==> src/rtl/mbx_pkg.sv <==
package mbx_pkg;

   typedef enum logic [2:0] {
      RG_OWN,
      RG_PEER,
      RG_MASK,
      RG_CAUSE,
      RG_STAT,
      RG_NONE
   } mbx_region_e;

   // number of offsets the register window occupies
   function automatic int unsigned mbx_span(input int unsigned nbox);
      return 2 * nbox + 3;
   endfunction

   // map a window offset onto the register it selects
   function automatic mbx_region_e mbx_classify(input int unsigned off,
                                                input int unsigned nbox);
      if (off < nbox)               return RG_OWN;
      else if (off < 2 * nbox)      return RG_PEER;
      else if (off == 2 * nbox)     return RG_MASK;
      else if (off == 2 * nbox + 1) return RG_CAUSE;
      else if (off == 2 * nbox + 2) return RG_STAT;
      else                          return RG_NONE;
   endfunction

endpackage

==> src/rtl/mbx_port_dec.sv <==
module mbx_port_dec
   import mbx_pkg::*;
#(
   parameter int NUM_BOX = 4,
   parameter int ADDR_W  = 6,
   localparam int IDX_W  = $clog2(NUM_BOX)
) (
   input  logic               box_n,
   input  logic               mem_en,
   input  logic               wr,
   input  logic               up_be,
   input  logic [ADDR_W-1:0]  addr,
   output logic [NUM_BOX-1:0] own_we,
   output logic [NUM_BOX-1:0] up_wr,
   output logic [NUM_BOX-1:0] clr,
   output logic               mask_we,
   output logic               rd_en,
   output mbx_region_e        rd_rg,
   output logic [IDX_W-1:0]   rd_idx
);

   logic        acc;
   mbx_region_e rg;

   assign acc     = !box_n && !mem_en;
   assign rg      = mbx_classify(32'(addr), NUM_BOX);
   assign mask_we = acc && wr && (rg == RG_MASK);
   assign rd_en   = acc && !wr;
   assign rd_rg   = rg;
   // NUM_BOX is a power of two, so the low bits index both mailbox ranges
   assign rd_idx  = addr[IDX_W-1:0];

   for (genvar i = 0; i < NUM_BOX; i++) begin : g_box
      logic hit;
      assign hit       = (rd_idx == IDX_W'(i));
      assign own_we[i] = acc && wr && (rg == RG_OWN) && hit;
      assign up_wr[i]  = own_we[i] && up_be;
      assign clr[i]    = acc && !wr && up_be && (rg == RG_PEER) && hit;
   end

endmodule

==> src/rtl/mbx_bank.sv <==
module mbx_bank #(
   parameter int  NUM_BOX = 4,
   parameter int  DATA_W  = 16,
   localparam int BYTES   = DATA_W / 8
) (
   input  logic                      clk,
   input  logic                      rst_n,
   input  logic [NUM_BOX-1:0]        we,
   input  logic [BYTES-1:0]          be,
   input  logic [DATA_W-1:0]         wdata,
   output logic [NUM_BOX*DATA_W-1:0] boxes
);

   for (genvar b = 0; b < NUM_BOX; b++) begin : g_box
      for (genvar k = 0; k < BYTES; k++) begin : g_lane
         logic [7:0] lane_q;
         always_ff @(posedge clk or negedge rst_n) begin
            if (!rst_n)
               lane_q <= '0;
            else if (we[b] && be[k])
               lane_q <= wdata[k*8 +: 8];
         end
         assign boxes[b*DATA_W + k*8 +: 8] = lane_q;
      end
   end

endmodule

==> src/rtl/mbx_irq_unit.sv <==
module mbx_irq_unit #(
   parameter int                 NUM_BOX  = 4,
   parameter logic [NUM_BOX-1:0] MASK_RST = '0
) (
   input  logic               clk,
   input  logic               rst_n,
   input  logic [NUM_BOX-1:0] set,
   input  logic [NUM_BOX-1:0] clr,
   input  logic               mask_we,
   input  logic [NUM_BOX-1:0] mask_din,
   output logic [NUM_BOX-1:0] mask,
   output logic [NUM_BOX-1:0] pend,
   output logic [NUM_BOX-1:0] cause,
   output logic               irq_n
);

   logic [NUM_BOX-1:0] mask_q, pend_q, cause_q;

   always_ff @(posedge clk or negedge rst_n) begin
      if (!rst_n) begin
         mask_q  <= MASK_RST;
         pend_q  <= '0;
         cause_q <= '0;
      end else begin
         if (mask_we)
            mask_q <= mask_din;
         // a raise on the same edge as a clear keeps the source pending
         pend_q  <= (pend_q & ~clr) | set;
         cause_q <= (cause_q & ~clr) | (set & ~mask_q);
      end
   end

   assign mask  = mask_q;
   assign pend  = pend_q;
   assign cause = cause_q;
   assign irq_n = ~(|cause_q);

endmodule

==> src/rtl/mbx_rd_path.sv <==
module mbx_rd_path
   import mbx_pkg::*;
#(
   parameter int  NUM_BOX    = 4,
   parameter int  DATA_W     = 16,
   parameter bit  HOLD_RDATA = 1'b1,
   localparam int IDX_W      = $clog2(NUM_BOX)
) (
   input  logic                      clk,
   input  logic                      rst_n,
   input  logic                      rd_en,
   input  mbx_region_e               rd_rg,
   input  logic [IDX_W-1:0]          rd_idx,
   input  logic [NUM_BOX*DATA_W-1:0] own_flat,
   input  logic [NUM_BOX*DATA_W-1:0] peer_flat,
   input  logic [NUM_BOX-1:0]        mask,
   input  logic [NUM_BOX-1:0]        cause,
   input  logic [NUM_BOX-1:0]        stat,
   output logic [DATA_W-1:0]         rdata
);

   logic [DATA_W-1:0] sel;
   logic [DATA_W-1:0] rdata_q;

   always_comb begin
      case (rd_rg)
         RG_OWN:   sel = own_flat[rd_idx*DATA_W +: DATA_W];
         RG_PEER:  sel = peer_flat[rd_idx*DATA_W +: DATA_W];
         RG_MASK:  sel = DATA_W'(mask);
         RG_CAUSE: sel = DATA_W'(cause);
         RG_STAT:  sel = DATA_W'(stat);
         default:  sel = '0;
      endcase
   end

   if (HOLD_RDATA) begin : g_hold
      always_ff @(posedge clk or negedge rst_n) begin
         if (!rst_n)
            rdata_q <= '0;
         else if (rd_en)
            rdata_q <= sel;
      end
   end else begin : g_zero
      always_ff @(posedge clk or negedge rst_n) begin
         if (!rst_n)
            rdata_q <= '0;
         else
            rdata_q <= rd_en ? sel : '0;
      end
   end

   assign rdata = rdata_q;

endmodule

==> src/rtl/mbx_irq_ctrl.sv <==
module mbx_irq_ctrl
   import mbx_pkg::*;
#(
   parameter int                 NUM_BOX    = 4,
   parameter int                 DATA_W     = 16,
   parameter int                 ADDR_W     = 6,
   parameter bit                 HOLD_RDATA = 1'b1,
   parameter logic [NUM_BOX-1:0] MASK_RST   = '0,
   localparam int                BYTES      = DATA_W / 8,
   localparam int                IDX_W      = $clog2(NUM_BOX)
) (
   input  logic              clk,
   input  logic              rst_n,
   input  logic              a_box_n,
   input  logic              a_mem_en,
   input  logic              a_wr,
   input  logic [BYTES-1:0]  a_be,
   input  logic [ADDR_W-1:0] a_addr,
   input  logic [DATA_W-1:0] a_wdata,
   output logic [DATA_W-1:0] a_rdata,
   output logic              a_irq_n,
   input  logic              b_box_n,
   input  logic              b_mem_en,
   input  logic              b_wr,
   input  logic [BYTES-1:0]  b_be,
   input  logic [ADDR_W-1:0] b_addr,
   input  logic [DATA_W-1:0] b_wdata,
   output logic [DATA_W-1:0] b_rdata,
   output logic              b_irq_n
);

   // elaboration-time parameter checks
   if (DATA_W < 16 || (DATA_W % 8) != 0) begin : g_bad_width
      $error("DATA_W must be a multiple of 8 and at least 16");
   end
   if (NUM_BOX < 2 || (NUM_BOX & (NUM_BOX - 1)) != 0) begin : g_bad_count
      $error("NUM_BOX must be a power of two, at least 2");
   end
   if (NUM_BOX >= DATA_W) begin : g_bad_mask
      $error("NUM_BOX must be smaller than DATA_W");
   end
   if (mbx_span(NUM_BOX) > (1 << ADDR_W)) begin : g_bad_span
      $error("ADDR_W too small for the register window");
   end

   logic [NUM_BOX-1:0]        own_we_a, own_we_b;
   logic [NUM_BOX-1:0]        up_wr_a, up_wr_b;
   logic [NUM_BOX-1:0]        clr_a, clr_b;
   logic                      mask_we_a, mask_we_b;
   logic                      rd_en_a, rd_en_b;
   mbx_region_e               rd_rg_a, rd_rg_b;
   logic [IDX_W-1:0]          rd_idx_a, rd_idx_b;
   logic [NUM_BOX*DATA_W-1:0] box_a_flat, box_b_flat;
   logic [NUM_BOX-1:0]        mask_a, mask_b;
   logic [NUM_BOX-1:0]        stat_a, stat_b;
   logic [NUM_BOX-1:0]        cause_a, cause_b;

   mbx_port_dec #(.NUM_BOX(NUM_BOX), .ADDR_W(ADDR_W)) u_dec_a (
      .box_n(a_box_n), .mem_en(a_mem_en), .wr(a_wr), .up_be(a_be[BYTES-1]),
      .addr(a_addr), .own_we(own_we_a), .up_wr(up_wr_a), .clr(clr_a),
      .mask_we(mask_we_a), .rd_en(rd_en_a), .rd_rg(rd_rg_a), .rd_idx(rd_idx_a)
   );

   mbx_port_dec #(.NUM_BOX(NUM_BOX), .ADDR_W(ADDR_W)) u_dec_b (
      .box_n(b_box_n), .mem_en(b_mem_en), .wr(b_wr), .up_be(b_be[BYTES-1]),
      .addr(b_addr), .own_we(own_we_b), .up_wr(up_wr_b), .clr(clr_b),
      .mask_we(mask_we_b), .rd_en(rd_en_b), .rd_rg(rd_rg_b), .rd_idx(rd_idx_b)
   );

   mbx_bank #(.NUM_BOX(NUM_BOX), .DATA_W(DATA_W)) u_bank_a (
      .clk(clk), .rst_n(rst_n), .we(own_we_a), .be(a_be),
      .wdata(a_wdata), .boxes(box_a_flat)
   );

   mbx_bank #(.NUM_BOX(NUM_BOX), .DATA_W(DATA_W)) u_bank_b (
      .clk(clk), .rst_n(rst_n), .we(own_we_b), .be(b_be),
      .wdata(b_wdata), .boxes(box_b_flat)
   );

   // sources toward A are raised by B's upper-byte writes, and the reverse
   mbx_irq_unit #(.NUM_BOX(NUM_BOX), .MASK_RST(MASK_RST)) u_irq_a (
      .clk(clk), .rst_n(rst_n), .set(up_wr_b), .clr(clr_a),
      .mask_we(mask_we_a), .mask_din(a_wdata[NUM_BOX-1:0]),
      .mask(mask_a), .pend(stat_a), .cause(cause_a), .irq_n(a_irq_n)
   );

   mbx_irq_unit #(.NUM_BOX(NUM_BOX), .MASK_RST(MASK_RST)) u_irq_b (
      .clk(clk), .rst_n(rst_n), .set(up_wr_a), .clr(clr_b),
      .mask_we(mask_we_b), .mask_din(b_wdata[NUM_BOX-1:0]),
      .mask(mask_b), .pend(stat_b), .cause(cause_b), .irq_n(b_irq_n)
   );

   mbx_rd_path #(.NUM_BOX(NUM_BOX), .DATA_W(DATA_W), .HOLD_RDATA(HOLD_RDATA)) u_rd_a (
      .clk(clk), .rst_n(rst_n), .rd_en(rd_en_a), .rd_rg(rd_rg_a), .rd_idx(rd_idx_a),
      .own_flat(box_a_flat), .peer_flat(box_b_flat),
      .mask(mask_a), .cause(cause_a), .stat(stat_a), .rdata(a_rdata)
   );

   mbx_rd_path #(.NUM_BOX(NUM_BOX), .DATA_W(DATA_W), .HOLD_RDATA(HOLD_RDATA)) u_rd_b (
      .clk(clk), .rst_n(rst_n), .rd_en(rd_en_b), .rd_rg(rd_rg_b), .rd_idx(rd_idx_b),
      .own_flat(box_b_flat), .peer_flat(box_a_flat),
      .mask(mask_b), .cause(cause_b), .stat(stat_b), .rdata(b_rdata)
   );

endmodule

==> config.mk <==
export PLATFORM = sky130hd
export DESIGN_NAME = mbx_irq_ctrl
export DESIGN_NICKNAME = d
export VERILOG_FILES = /design/src/rtl/mbx_pkg.sv /design/src/rtl/mbx_port_dec.sv /design/src/rtl/mbx_bank.sv /design/src/rtl/mbx_irq_unit.sv /design/src/rtl/mbx_rd_path.sv /design/src/rtl/mbx_irq_ctrl.sv
export SDC_FILE = /design/constraint.sdc
export NUM_CORES = 1
export LEC_CHECK = 0
export BUFFER_PORTS_ARGS = -buffer_cell sky130_fd_sc_hd__buf_2
export CORE_ASPECT_RATIO = 0.75
export CORE_MARGIN = 10
export CORE_UTILIZATION = 38
export CTS_BUF_LIST = sky130_fd_sc_hd__clkbuf_8
export CTS_CLUSTER_SIZE = 12
export DETAILED_ROUTE_END_ITERATION = 16
export GPL_TIMING_DRIVEN = 0
export MAX_ROUTING_LAYER = met4
export PLACE_DENSITY_LB_ADDON = 0.15
export SYNTH_ARGS = -nofsm -noshare
export SYNTH_HDL_FRONTEND = slang
export SYNTH_SLANG_ARGS = --single-unit
export TNS_END_PERCENT = 1
==> constraint.sdc <==
create_clock -name clk -period 1.6 [get_ports clk]
set_clock_uncertainty 0.2 [all_clocks]
set_input_delay 0.48 -clock clk [delete_from_list [all_inputs] [get_ports clk]]
set_output_delay 0.48 -clock clk [all_outputs]
set_load 0.005 [all_outputs]
==> out/qor.yml, run 1 <==
routedWlPerCell_um: 26.6
rsz0062_at_grt: "true"
worstMarginPinSlew_ns: 0.800
r2r_start: "u_bank_b.g_box[3].g_lane[0].lane_q[1]"
cap_violations: 0
dpl.hpwl_um: 19600
hold_viol: 94
cp.buffers_inverters: 1
critPathSlowestCell: "dfrtp_1"
drt_pass1_iterations: 4
route.detailed.drc: 0
place.detailed.instances: 1014
synth_area_um2: 9020
fin_tns_setup_ns: -31.99
p_leak_nw: 5.24
r2r_cells: 4
grt_max_degree: 96
ys_ff_latch: 184
cp_max_fo: 3
r2r-end: "u_rd_a.rdata[1]"
fin_total_pwr_mw: 8.95
n_antenna_cell: 0
syn_inst: 629
cts.sinks: 184
crit_chain: "nor4_4 -> buf_2"
initial_utilization_pct: 38.9
die_h_um: 153
r2r_slack_ns: -0.23
syn-mean-instance-area_um2: 14.3
syn_to_final_growth_pct: 18.7
synthDistinctLibCells: 38
gp_routability_congestion: 0.811
layout_setup_ws_ns: -0.485
io_buffers: 84
drt_iter0_markers: 468
violations: "negative hold slack, negative setup slack"
die_area_um2: 30400
drt_wl_total_um: 27900
grt_pass1_vias: 6481
powerDensity_nw_per_um2: 835
root_buffer: "clkbuf_8"
clk_latency_ns: 0.47
cts_tree: "done"
yosysSeqAreaShare_pct: 51.1
cts_made_buffers: 17
min_period_over_period_pct: 130
slew_headroom_pct: 46.7
synth_nets: 685
htreeDepth: 4
fin_crit_ns: 2.08
required_ns: 0.92
ys.flop_type: "dfrtp_1"
fin_cells: 1048
yosysWarnings: 0
hold_ws_ns: -0.176
drv_slew: 0
synth_edf_count: 0
grt-ovfl-total: 0
postRouteAntennaNets: 0
num_vias: 6220
layout_common_cells: "dfrtp_1, mux2_2, buf_2"
io_pins: 90
clockBufferDepth: 2
hp-class: "input pin to async pin"
fin_nets: 791
antenna_found_initial: 0
final_common_cell: "dfrtp_1"
num_rows: 48
slowest_delay_ns: 0.43
grt_usage_pct: 19.3
viasPerCell: 5.94
die_width_um: 198
peakVddDrop_v: 0.000527
core_um2: 23200
cp-start-kind: "flop"
drive_above_1_share_pct: 53.6
async_flop_share_pct: 100
cp-end-kind: "primary output"
grt_first_pass_wirelength_um: 42000
setup_viol_count_final: 134
critical_path_class: "flop to primary output"
crit_family: "flip-flops"
fmax_ghz: 0.480
crit_arrival_ns: 1.40
status: "finished, violations left"
clk_pin_slew_worst_paths_ns: 0.10
## what timing repair did
| action | CTS | global route |
|---|---|---|
| hold endpoints to repair | 94 | 94 |
| endpoints found under the setup margin | 218 | 203 |
| pin swaps | 5 | 3 |
| gates resized for setup | 112 | 30 |
| buffers inserted | 3 | 2 |
## stage by stage
step                      cell area [µm²]  setup slack (ns)  util (%)
after floorplan                      9020            -0.741         -
after global placement               9810             -3.05      42.3
after detailed placement             9850             -1.62      42.5
after CTS                           10600            -0.529      45.8
after global routing                10700            -0.529      46.2
final                               10700            -0.485      46.2
## kinds of logic after synthesis
logic type	synth area share [%]
buffers and inverters	1.65
muxes	35.4
AOI/OAI and AO/OA	4.72
and+or+nand+nor	7.21
DFF	51.1
## flip-flops by register name (all words and copies together) (netlist names)
register                      count
u_irq_b.mask                      4
u_irq_b.cause                     4
u_irq_b.pend                      4
u_irq_a.mask                      4
u_rd_a.rdata                     16
u_bank_b.g_box.g_lane.lane_q     64
u_bank_a.g_box.g_lane.lane_q     64
u_irq_a.pend                      4
u_rd_b.rdata                     16
u_irq_a.cause                     4
## worst register-to-register path, delay by kind of cell, from the launching register on
kind	cells	cell delay, ns
multiplexers	2	0.77
flip-flops	1	0.41
AND/OR/NAND/NOR	1	0.07
AO/OA/AOI/OAI	1	0.27
## final cells by class
type | instances | area (µm²)
plain buffers | 34 | 340
clock buffers | 17 | 234
clock inverters | 15 | 153
fillers | 2080 | 12500
multi-input cells | 408 | 4500
flip-flops and latches | 184 | 4610
well taps | 300 | 375
repair buffers | 90 | 503
## Yosys cell counts (2+ instances only)
cell | count | share of area [%]
dfrtp_1 | 184 | 51
mux2_2 | 137 | 17
mux4_2 | 62 | 15
nand2_1 | 61 | 2.5
o21ai_0 | 27 | 1.5
clkbuf_1 | 25 | 1.0
mux2i_1 | 25 | 2.8
a22oi_1 | 18 | 1.5
nor2_1 | 9 | 0.37
buf_2 | 8 | 0.44
nand3_1 | 7 | 0.39
o2bb2ai_1 | 6 | 0.58
and2_1 | 5 | 0.35
nand4_1 | 5 | 0.35
nor3_1 | 5 | 0.28
a221o_1 | 4 | 0.44
buf_1 | 4 | 0.17
nand2b_1 | 4 | 0.28
nor2b_1 | 4 | 0.28
a22o_2 | 3 | 0.33
nand2_2 | 3 | 0.21
nor4_1 | 3 | 0.21
and4b_1 | 2 | 0.22
nor4_4 | 2 | 0.47
or3_1 | 2 | 0.14
or4b_1 | 2 | 0.22
## per-layer routing
metal / up-vias / part of all wire [%] / routed length (µm) / track usage [%]
met5: - / 0 / 0 / -
met4: 0 / 0.98 / 273 / 4.13
met3: 24 / 6.3 / 1760 / 4.30
met2: 217 / 43 / 11900 / 26.1
met1: 3355 / 50 / 13900 / 28.5
li1: 2624 / - / - / -
## where the power goes
part | leakage (nW) | switching [mW] | internal (mW)
clock | 0.190 | 1.79 | 1.39
sequential | 2.55 | 0.0909 | 4.77
combinational | 2.49 | 0.510 | 0.392
## worst max path at each step
stage	from	end	slack, ns	depth (start not counted)
after floorplan	b_addr[2]	u_bank_b.g_box[0].g_lane[1].lane_q[0]	-0.74	4
after global placement	rst_n	u_bank_a.g_box[2].g_lane[0].lane_q[6]	-3.05	1
after detailed placement	b_mem_en	u_rd_b.rdata[12]	-1.62	7
after CTS	u_irq_b.cause[1]	b_irq_n	-0.53	2
after global routing	u_irq_b.cause[1]	b_irq_n	-0.53	2
final	u_irq_b.cause[1]	b_irq_n	-0.48	2
Power figures use the tool's default switching activity.
==> run 2: changes to the inputs <==
--- a/config.mk
+++ b/config.mk
@@ -8,7 +8,7 @@
 export BUFFER_PORTS_ARGS = -buffer_cell sky130_fd_sc_hd__buf_2
 export CORE_ASPECT_RATIO = 0.75
 export CORE_MARGIN = 10
-export CORE_UTILIZATION = 38
+export CORE_UTILIZATION = 39
 export CTS_BUF_LIST = sky130_fd_sc_hd__clkbuf_8
 export CTS_CLUSTER_SIZE = 12
 export DETAILED_ROUTE_END_ITERATION = 16
==> run 2 against run 1 <==
  * The flow still finishes with violations (negative hold slack, negative setup slack)
  * Sequential share of layout area decreased by 0.19 points
  * Cell area grew 0.41%
  * Fmax up 1.2%
  * Non-clock buffer count increased by 1
  * Critical path depth stayed put
  * Via count is 1.5% lower
  * First-iteration DRC count down 33%
  * Total power up 1.2%
  * Count of clock-buffer cells in the layout rose by 4
  * Register-to-register slack barely moved
  * Utilization up 0.80 points
  * Critical path type unchanged
==> out/qor.yml, run 2 (synthesized netlist as in run 1, its figures left out) <==
r2r-end: "u_rd_a.rdata[1]"
postRouteAntennaNets: 0  # unchanged
peakVddDrop_v: 0.000404  # -23%
layout_common_cells: "dfrtp_1, mux2_2, buf_2"
cp_max_fo: 2  # -1
largestRegisters: "u_bank_a.g_box.g_lane.lane_q: 64 flops, u_bank_b.g_box.g_lane.lane_q: 64 flops"
core_um2: 22900  # -1.3%
routedWlPerCell_um: 26.0  # -2.4%
die_width_um: 196  # -1.2%
combPwrFrac_pct: 9.9  # -0.2 points
num_rows: 48  # unchanged
min_period_over_period_pct: 129  # -1.6 points
syn_to_final_growth_pct: 19.2
fin_nets: 792  # +0.13%
route.detailed.drc: 0  # unchanged
r2r_cells: 4  # unchanged
cp-end-kind: "primary output"
n_antenna_cell: 0  # unchanged
io_buffers: 84  # unchanged
worstMarginPinSlew_ns: 0.802  # +0.00251 ns
violations: "negative hold slack, negative setup slack"
hp-class: "input pin to async pin"
status: "finished, violations left"
setup_viol_count_final: 146  # +9.0%
drive_above_1_share_pct: 53.5  # -0.072 points
internal_power_mw: 6.71  # +2.5%
num_vias: 6125  # -1.5%
p_clk_share_pct: 36.4  # +0.8 points
final_common_cell: "dfrtp_1"
crit_arrival_ns: 1.38  # -0.02 ns
cts.sinks: 184  # unchanged
layout_setup_ws_ns: -0.459  # +0.0254 ns
fin_crit_ns: 2.06  # -0.0254 ns
r2r_slack_ns: -0.23  # about the same
r2r_start: "u_bank_b.g_box[3].g_lane[0].lane_q[1]"
rsz0062_at_grt: "true"
powerDensity_nw_per_um2: 842  # +0.78%
hold_viol: 97  # +3.2%
seqPwrFrac_pct: 53.6  # -0.7 points
grt-ovfl-total: 0  # unchanged
critical_path_class: "flop to primary output"
grt_usage_pct: 19.1  # -0.18 points
fillers: 2035  # -2.2%
cp-start-kind: "flop"
drt_wl_total_um: 27200  # -2.3%
slew_headroom_pct: 46.5  # -0.17 points
initial_utilization_pct: 39.4  # +0.51 points
gp_routability_congestion: 0.858  # +5.9%
htreeDepth: 4  # unchanged
root_buffer: "clkbuf_8"
die_area_um2: 29700  # -2.3%
cts_tree: "done"
cts_made_buffers: 17  # unchanged
viasPerCell: 5.84  # -1.6%
cap_violations: 0  # unchanged
die_h_um: 152  # -1.1%
p_sw_mw: 2.34  # -2.3%
required_ns: 0.92  # about the same
swShare_pct: 25.8  # -0.93 points
dpl.hpwl_um: 19200  # -2.1%
clockBufferDepth: 2  # unchanged
p_leak_nw: 5.28  # +0.85%
drv_slew: 0  # unchanged
clk_pin_slew_worst_paths_ns: 0.10  # about the same
antenna_found_initial: 0  # unchanged
clk_latency_ns: 0.47  # about the same
drt_iter0_markers: 313  # -33%
io_pins: 90  # unchanged
grt_pass1_vias: 6389  # -1.4%
fin_tns_setup_ns: -26.31  # +5.69 ns
hold_ws_ns: -0.194  # -0.0172 ns
grt_first_pass_wirelength_um: 40600  # -3.3%
drt_pass1_iterations: 7  # +3
fmax_ghz: 0.486  # +1.2%
grt_max_degree: 99  # +3.1%
-- run 2: metal layers --
| layer | vias up | wire length (µm) | GRT usage, % |
|---|---|---|---|
| met2 | 205 | 12000 | 27.3 |
| met3 | 18 | 1860 | 5.21 |
| li1 | 2629 | - | - |
| met1 | 3273 | 13100 | 26.6 |
| met5 | - | 0 | - |
| met4 | 0 | 256 | 4.15 |
-- run 2: layout make-up --
cell class	instances	area, µm²	share of cell area [%]
clock buffers	21	289	2.69
multi-input cells	408	4520	42.1
flip-flops and latches	184	4600	42.8
well taps	300	375	3.49
repair buffers	91	529	4.92
clock inverters	11	120	1.12
plain buffers	34	313	2.91
-- run 2: how the worst max path moves through the flow --
stage,start,end,slack [ns],depth (start not counted)
floorplan,b_addr[2],u_bank_b.g_box[0].g_lane[1].lane_q[0],-0.74,4
global placement,rst_n,u_bank_a.g_box[2].g_lane[0].lane_q[6],-3.04,1
detailed placement,b_mem_en,u_rd_b.rdata[8],-1.59,7
CTS,u_irq_b.cause[3],b_irq_n,-0.50,2
global route,u_irq_b.cause[3],b_irq_n,-0.50,2
finish,u_irq_b.cause[3],b_irq_n,-0.46,2
-- run 2: worst max-delay path, stage by stage, from the launching register on --
cell	delay, ns
dfrtp_1	0.42
nor4_4	0.32
buf_2	0.17
-- run 2: power groups by stage --
stage	clock, mW	combinational [mW]	sequential [mW]
global route	3.58	0.968	4.87
CTS	3.38	0.888	4.85
floorplan	0	0.424	4.92
finish	3.30	0.897	4.86
detailed placement	0	0.817	4.94
global placement	0	0.784	4.93
-- run 2: stage by stage --
| stage | area [µm²] | utilization (%) | power (mW) | std cells | setup WS [ns] |
|---|---|---|---|---|---|
| after floorplan | 9020 | - | 5.34 | 629 | -0.741 |
| after global placement | 9810 | 42.9 | 5.72 | 1013 | -3.04 |
| after detailed placement | 9850 | 43.1 | 5.76 | 1014 | -1.59 |
| after CTS | 10600 | 46.5 | 9.13 | 1048 | -0.500 |
| after global routing | 10800 | 47.0 | 9.42 | 1049 | -0.503 |
| final | 10800 | 47.0 | 9.05 | 1049 | -0.459 |
-- run 2: timing repair --
action	in CTS	in global routing
endpoints found under the hold margin	97	97
pin swaps	7	4
resized for setup	120	31
setup endpoints to repair	218	214
gates cloned	0	0
setup buffers	5	1
